--- src/rtl/flash_cmd_seq.sv ---
module flash_cmd_seq #(
  parameter int         AW       = 19,
  parameter int         SEC_LSB  = 12,
  parameter int         PGM_CYC  = 8,
  parameter int         ERS_CYC  = 24,
  parameter bit         TOP_BOOT = 1'b1,
  parameter logic [7:0] MFR_CODE = 8'h01,
  parameter logic [7:0] DEV_CODE = 8'h3A
) (
  input  logic          clk,
  input  logic          rst_n,
  input  logic          ce_n,
  input  logic          we_n,
  input  logic          oe_n,
  input  logic [AW-1:0] addr,
  input  logic [31:0]   wdata,
  input  logic          x16,
  input  logic          acc_hi,
  input  logic          wp_n,
  output logic          pgm_stb,
  output logic [AW-1:0] pgm_addr,
  output logic [31:0]   pgm_data,
  output logic [1:0]    bank_busy,
  output logic          byp_mode,
  output logic          asel_mode,
  output logic [7:0]    asel_code
);
  localparam int CMAX = (PGM_CYC > ERS_CYC) ? PGM_CYC : ERS_CYC;
  localparam int CW   = $clog2(CMAX + 1);
  localparam int SW   = AW - SEC_LSB;
  localparam logic [SW-1:0] PSEC = TOP_BOOT ? {SW{1'b1}} : {SW{1'b0}};

  typedef enum logic [3:0] {
    S_RD, S_U1, S_U2, S_PG, S_E0, S_E1, S_E2, S_AS, S_BY, S_BPG, S_BEX
  } st_t;

  st_t  st, cur, nxt;
  logic wr_q, wr_on, wr_evt;
  logic do_pgm, do_sect, do_chip;

  wire [7:0] cmd      = wdata[7:0];
  wire       a555     = addr[10:0] == 11'h555;
  wire       a2aa     = addr[10:0] == 11'h2AA;
  wire       tgt_bank = TOP_BOOT ? (addr[AW-1:AW-2] != 2'b00) : (addr[AW-1:AW-2] == 2'b11);
  wire       prot_hit = ~wp_n & (addr[AW-1:SEC_LSB] == PSEC);
  wire       in_byp   = (st == S_BY) | (st == S_BPG) | (st == S_BEX);

  assign wr_on     = ~ce_n & ~we_n & oe_n;
  assign wr_evt    = wr_on & ~wr_q & ~(|bank_busy);
  assign cur       = (acc_hi & ~in_byp) ? S_BY : st;
  assign byp_mode  = in_byp | acc_hi;
  assign asel_mode = (st == S_AS) & ~acc_hi;

  always_comb begin
    nxt     = S_RD;
    do_pgm  = 1'b0;
    do_sect = 1'b0;
    do_chip = 1'b0;
    case (cur)
      S_RD:  if (a555 && cmd == 8'hAA) nxt = S_U1;
      S_U1:  if (a2aa && cmd == 8'h55) nxt = S_U2;
      S_U2:  if (a555) begin
               case (cmd)
                 8'hA0:   nxt = S_PG;
                 8'h90:   nxt = S_AS;
                 8'h20:   nxt = S_BY;
                 8'h80:   nxt = S_E0;
                 default: nxt = S_RD;
               endcase
             end
      S_PG:  do_pgm = 1'b1;
      S_E0:  if (a555 && cmd == 8'hAA) nxt = S_E1;
      S_E1:  if (a2aa && cmd == 8'h55) nxt = S_E2;
      S_E2:  begin
               do_sect = cmd == 8'h30;
               do_chip = a555 && cmd == 8'h10;
             end
      S_AS:  nxt = (cmd == 8'hF0) ? S_RD : S_AS;
      S_BY:  nxt = (cmd == 8'hA0) ? S_BPG : (cmd == 8'h90) ? S_BEX : S_BY;
      S_BPG: begin
               do_pgm = 1'b1;
               nxt    = S_BY;
             end
      S_BEX: nxt = (cmd == 8'h00 && !acc_hi) ? S_RD : S_BY;
      default: nxt = S_RD;
    endcase
  end

  always_ff @(posedge clk) begin
    if (!rst_n) begin
      st       <= S_RD;
      wr_q     <= 1'b0;
      pgm_stb  <= 1'b0;
      pgm_addr <= '0;
      pgm_data <= '0;
    end else begin
      wr_q    <= wr_on;
      pgm_stb <= wr_evt & do_pgm & ~prot_hit;
      if (wr_evt) st <= nxt;
      if (wr_evt & do_pgm & ~prot_hit) begin
        pgm_addr <= addr;
        pgm_data <= x16 ? {16'h0, wdata[15:0]} : wdata;
      end
    end
  end

  for (genvar b = 0; b < 2; b++) begin : g_bank
    logic [CW-1:0] cnt;
    wire mine = (tgt_bank == 1'(b)) & ~prot_hit;
    wire load = wr_evt & (do_chip | ((do_pgm | do_sect) & mine));
    always_ff @(posedge clk) begin
      if (!rst_n)          cnt <= '0;
      else if (load)       cnt <= do_pgm ? CW'(PGM_CYC) : CW'(ERS_CYC);
      else if (cnt != '0)  cnt <= cnt - 1'b1;
    end
    assign bank_busy[b] = cnt != '0;
  end

  always_comb begin
    asel_code = 8'h00;
    if (asel_mode) begin
      case (addr[1:0])
        2'd0:    asel_code = MFR_CODE;
        2'd1:    asel_code = DEV_CODE;
        2'd2:    asel_code = {7'b0, prot_hit};
        default: asel_code = 8'h00;
      endcase
    end
  end
endmodule

--- config.mk ---
export PLATFORM = sky130hd
export DESIGN_NAME = flash_cmd_seq
export DESIGN_NICKNAME = d
export VERILOG_FILES = /design/src/rtl/flash_cmd_seq.sv
export SDC_FILE = /design/constraint.sdc
export NUM_CORES = 1
export LEC_CHECK = 0
export BUFFER_PORTS_ARGS = -buffer_cell sky130_fd_sc_hd__buf_2
export CAP_MARGIN = 20
export CELL_PAD_IN_SITES_DETAIL_PLACEMENT = 2
export CELL_PAD_IN_SITES_GLOBAL_PLACEMENT = 2
export CORE_MARGIN = 1.5
export CORE_UTILIZATION = 25
export CTS_BUF_LIST = sky130_fd_sc_hd__clkbuf_8
export DETAILED_ROUTE_END_ITERATION = 8
export GPL_TIMING_DRIVEN = 1
export PLACE_DENSITY_LB_ADDON = 0.1
export SLEW_MARGIN = 5
export SYNTH_ARGS = -nofsm -noshare
export SYNTH_HDL_FRONTEND = slang
export SYNTH_SLANG_ARGS = --single-unit
export TNS_END_PERCENT = 1
--- constraint.sdc ---
create_clock -name clk -period 2.8 [get_ports clk]
set_clock_uncertainty 0.05 [all_clocks]
set_input_delay 0 -clock clk [delete_from_list [all_inputs] [get_ports clk]]
set_output_delay 0 -clock clk [all_outputs]
set_load 0.05 [all_outputs]
==> out/metrics.cfg <==
[worst_setup_path]
required_ns = 3.05
endpoint_kind = flop
cp_max_fo = 16
start_kind = flop
worstSetupPathType = flop to flop
rr_endpoint = pgm_data[19]
startpoint = g_bank[1].cnt[0]
rrSetupSlack_ns = 0.40
reg2reg_depth = 8
crit_arrival_ns = 2.65
timing.rr.start = g_bank[1].cnt[0]
endpoint = pgm_data[19]

[logic_synthesis]
synth_xor_area_share_pct = 1.70
ys_types = 55
synthFlopType = dfxtp_1
synth_cells = 355
yosys_warnings = 0
synth_top_family_by_area = simple AND/OR/NAND/NOR gates
synth_compound_area_share_pct = 20.7
netlist_area_um2 = 3100
synth-seq-cells = 67
synth_area_leaders = dfxtp_1, nand2_1, a21boi_0
synth_fa_ha_area_share_pct = 0.807
yosys.area.top_type = dfxtp_1
synth-simple-area-share_pct = 26.8
syn_avg_cell_area_um2 = 8.73
synthArstFlopShare_pct = 0
yosysSeqAreaShare_pct = 43.3
synth_mux_area_share_pct = 0.646
synth_edf_count = 0
synth_top_area_share_pct = 43.3

[drt]
wl_met3_um = 349
vias = 3236
wl_met1_um = 5040
vias_per_cell = 4.66
drtIter0Drc = 124
firstDrtPassIters = 3
met2_length_um = 5860
post-route-drc-count = 0
drt-total-wl_um = 11400
final_antenna_net_count = 0
highest_layer = met4
wire_per_inst_um = 16.5

[global_routing]
antenna_found_initial = 0
grt_pass1_wl_um = 18200
grt_pass1_vias = 3536
grt_max_degree = 36
track_usage_pct = 18.2
grt-ovfl-total = 0

[power_and_ir_drop]
p_int_uw = 1800
power_leakage_uw = 0.00200
clock_power_share_pct = 36.5
combPwrFrac_pct = 23.1
switching_power_uw = 803
sw_frac_of_total_pct = 30.9
power_frac_seq_pct = 40.4
power_per_cell_area_nw_per_um2 = 565
vdd_drop_max_mv = 0.191

[cells_and_area]
regArea_um2 = 1340
drive_above_1_share_pct = 29.5
final_net_count = 582
instances_no_fill = 694
final_common_cell = buf_2
area_growth_pct = 48.4
fillers = 1339
num_antenna_cells = 0
mostFrequentLayoutCells = buf_2, nand2_1, dfxtp_1
multi_input_area_um2 = 1590

[cts]
clock_latency_ns = 0.37
cts_max_path_buffers = 2
cts-root-buf = clkbuf_8
tritoncts = built
htree_levels = 3
cts_buffers = 9
postCtsSetupRepairBufs = 0
path_clk_slew_ns = 0.08
cts.sinks = 67

[die]
ios = 123
rows = 40
design.die.area_um2 = 13100
die_h_um = 114
core_area_um2 = 12100
start_util_pct = 25.7
die_w_um = 114

[timing]
slew_viol_final = 0
min_period_ns = 2.40
setup_viol = 0
maxSlewHeadroom_pct = 56.3
min_period_over_period_pct = 85.6
finalHoldViolCount = 0
max_freq_ghz = 0.417
max_slew.worst_pin.slew_ns = 0.639
fin_tns_setup_ns = 0
rsz0062_at_grt = false

[place]
gp_congestion = 0.810
portBuffers = 119
place_inst = 625
hpwl_um = 7800

[outcome]
status = completed

[job]
maxCapViolations = 0

[hold_path]
hold_path.class = input pin to flop

-- cell families after synthesis --
group | count (synthesis)
other | 1
muxes | 2
and+or+nand+nor | 155
DFF | 67
xor gates and xnor gates | 6
adders and majority gates | 2
AOI/OAI and AO/OA | 85
buffers and inverters | 37
-- layer usage --
metal  global-route usage (%)  up-vias
met2                     33.1       61
met1                     21.1     1587
met4                     7.00        0
met5                        0        -
li1                         -     1574
met3                     3.39       14
-- state kept, by name, indices dropped and copies added, names as in the netlist --
name / flops
g_bank.cnt: 10
wr_q: 1
pgm_stb: 1
pgm_addr: 19
pgm_data: 32
st: 4
-- through the flow --
step                      hold slack, ns  power (µW)  utilization [%]  setup slack [ns]  area [µm²]
after floorplan                   0.0257        1460                -             0.272        3110
after CTS                         0.0134        2660             38.1             0.355        4600
after global placement             0.129        1600             31.9             0.478        3840
after detailed placement           0.136        1620             31.9             0.405        3840
final                             0.0336        2600             38.1             0.402        4600
after global routing              0.0726        2750             38.1             0.212        4600
-- worst max-delay path: stages (launching register included) --
cell and delay (ns):
dfxtp_1 0.34, inv_1 0.06, ha_1 0.21, nor4b_4 0.42
nand3_2 0.20, or3_1 0.45, nor3b_4 0.21, buf_4 0.24
a22o_1 0.16
-- cell usage after synthesis, drive strengths merged (3+ instances only) --
| master | count |
|---|---|
| nand3 | 6 |
| clkbuf | 16 |
| a22o | 17 |
| dfxtp | 67 |
| nor4 | 4 |
| xor2 | 4 |
| and2 | 4 |
| nand2b | 3 |
| nor4bb | 6 |
| and3 | 6 |
| nor4b | 4 |
| inv | 10 |
| nand2 | 84 |
| nor2 | 9 |
| buf | 11 |
| nor2b | 3 |
| nor3 | 9 |
| a21boi | 36 |
| o21ai | 7 |
| or2 | 3 |
| a21oi | 7 |
| nor3b | 6 |
-- area by class of cell --
type | count | share of cell area (%)
tap | 168 | 4.57
clock buffer | 10 | 2.99
timing repair buffer | 180 | 26.1
sequential | 67 | 29.2
clock inverter | 6 | 1.90
multi-input combinational | 253 | 34.5
inverter | 10 | 0.816
-- power groups by stage --
stage                     Sequential (µW)  Combinational (µW)  Clock, µW
after floorplan                      1060                 398          0
after global placement               1070                 533          0
after detailed placement             1070                 548          0
after CTS                            1050                 609        995
after global routing                 1060                 663       1030
final                                1050                 600        948
-- what timing repair did --
item | CTS | global route
gates resized for setup | 0 | 0
hold buffers | 53 | 0
endpoints found under the hold margin | 53 | 0
-- worst min path at each step --
stage / startpoint / depth (start not counted) / end / slack (ns)
2_1_floorplan: we_n / 1 / wr_q / 0.03
3_5_place_dp: ce_n / 2 / wr_q / 0.14
4_1_cts: acc_hi / 4 / st[0] / 0.01
6_report: acc_hi / 4 / st[0] / 0.03
3_3_place_gp: we_n / 2 / wr_q / 0.13
5_1_grt: acc_hi / 4 / st[0] / 0.07
(Power assumes the default switching activity.)
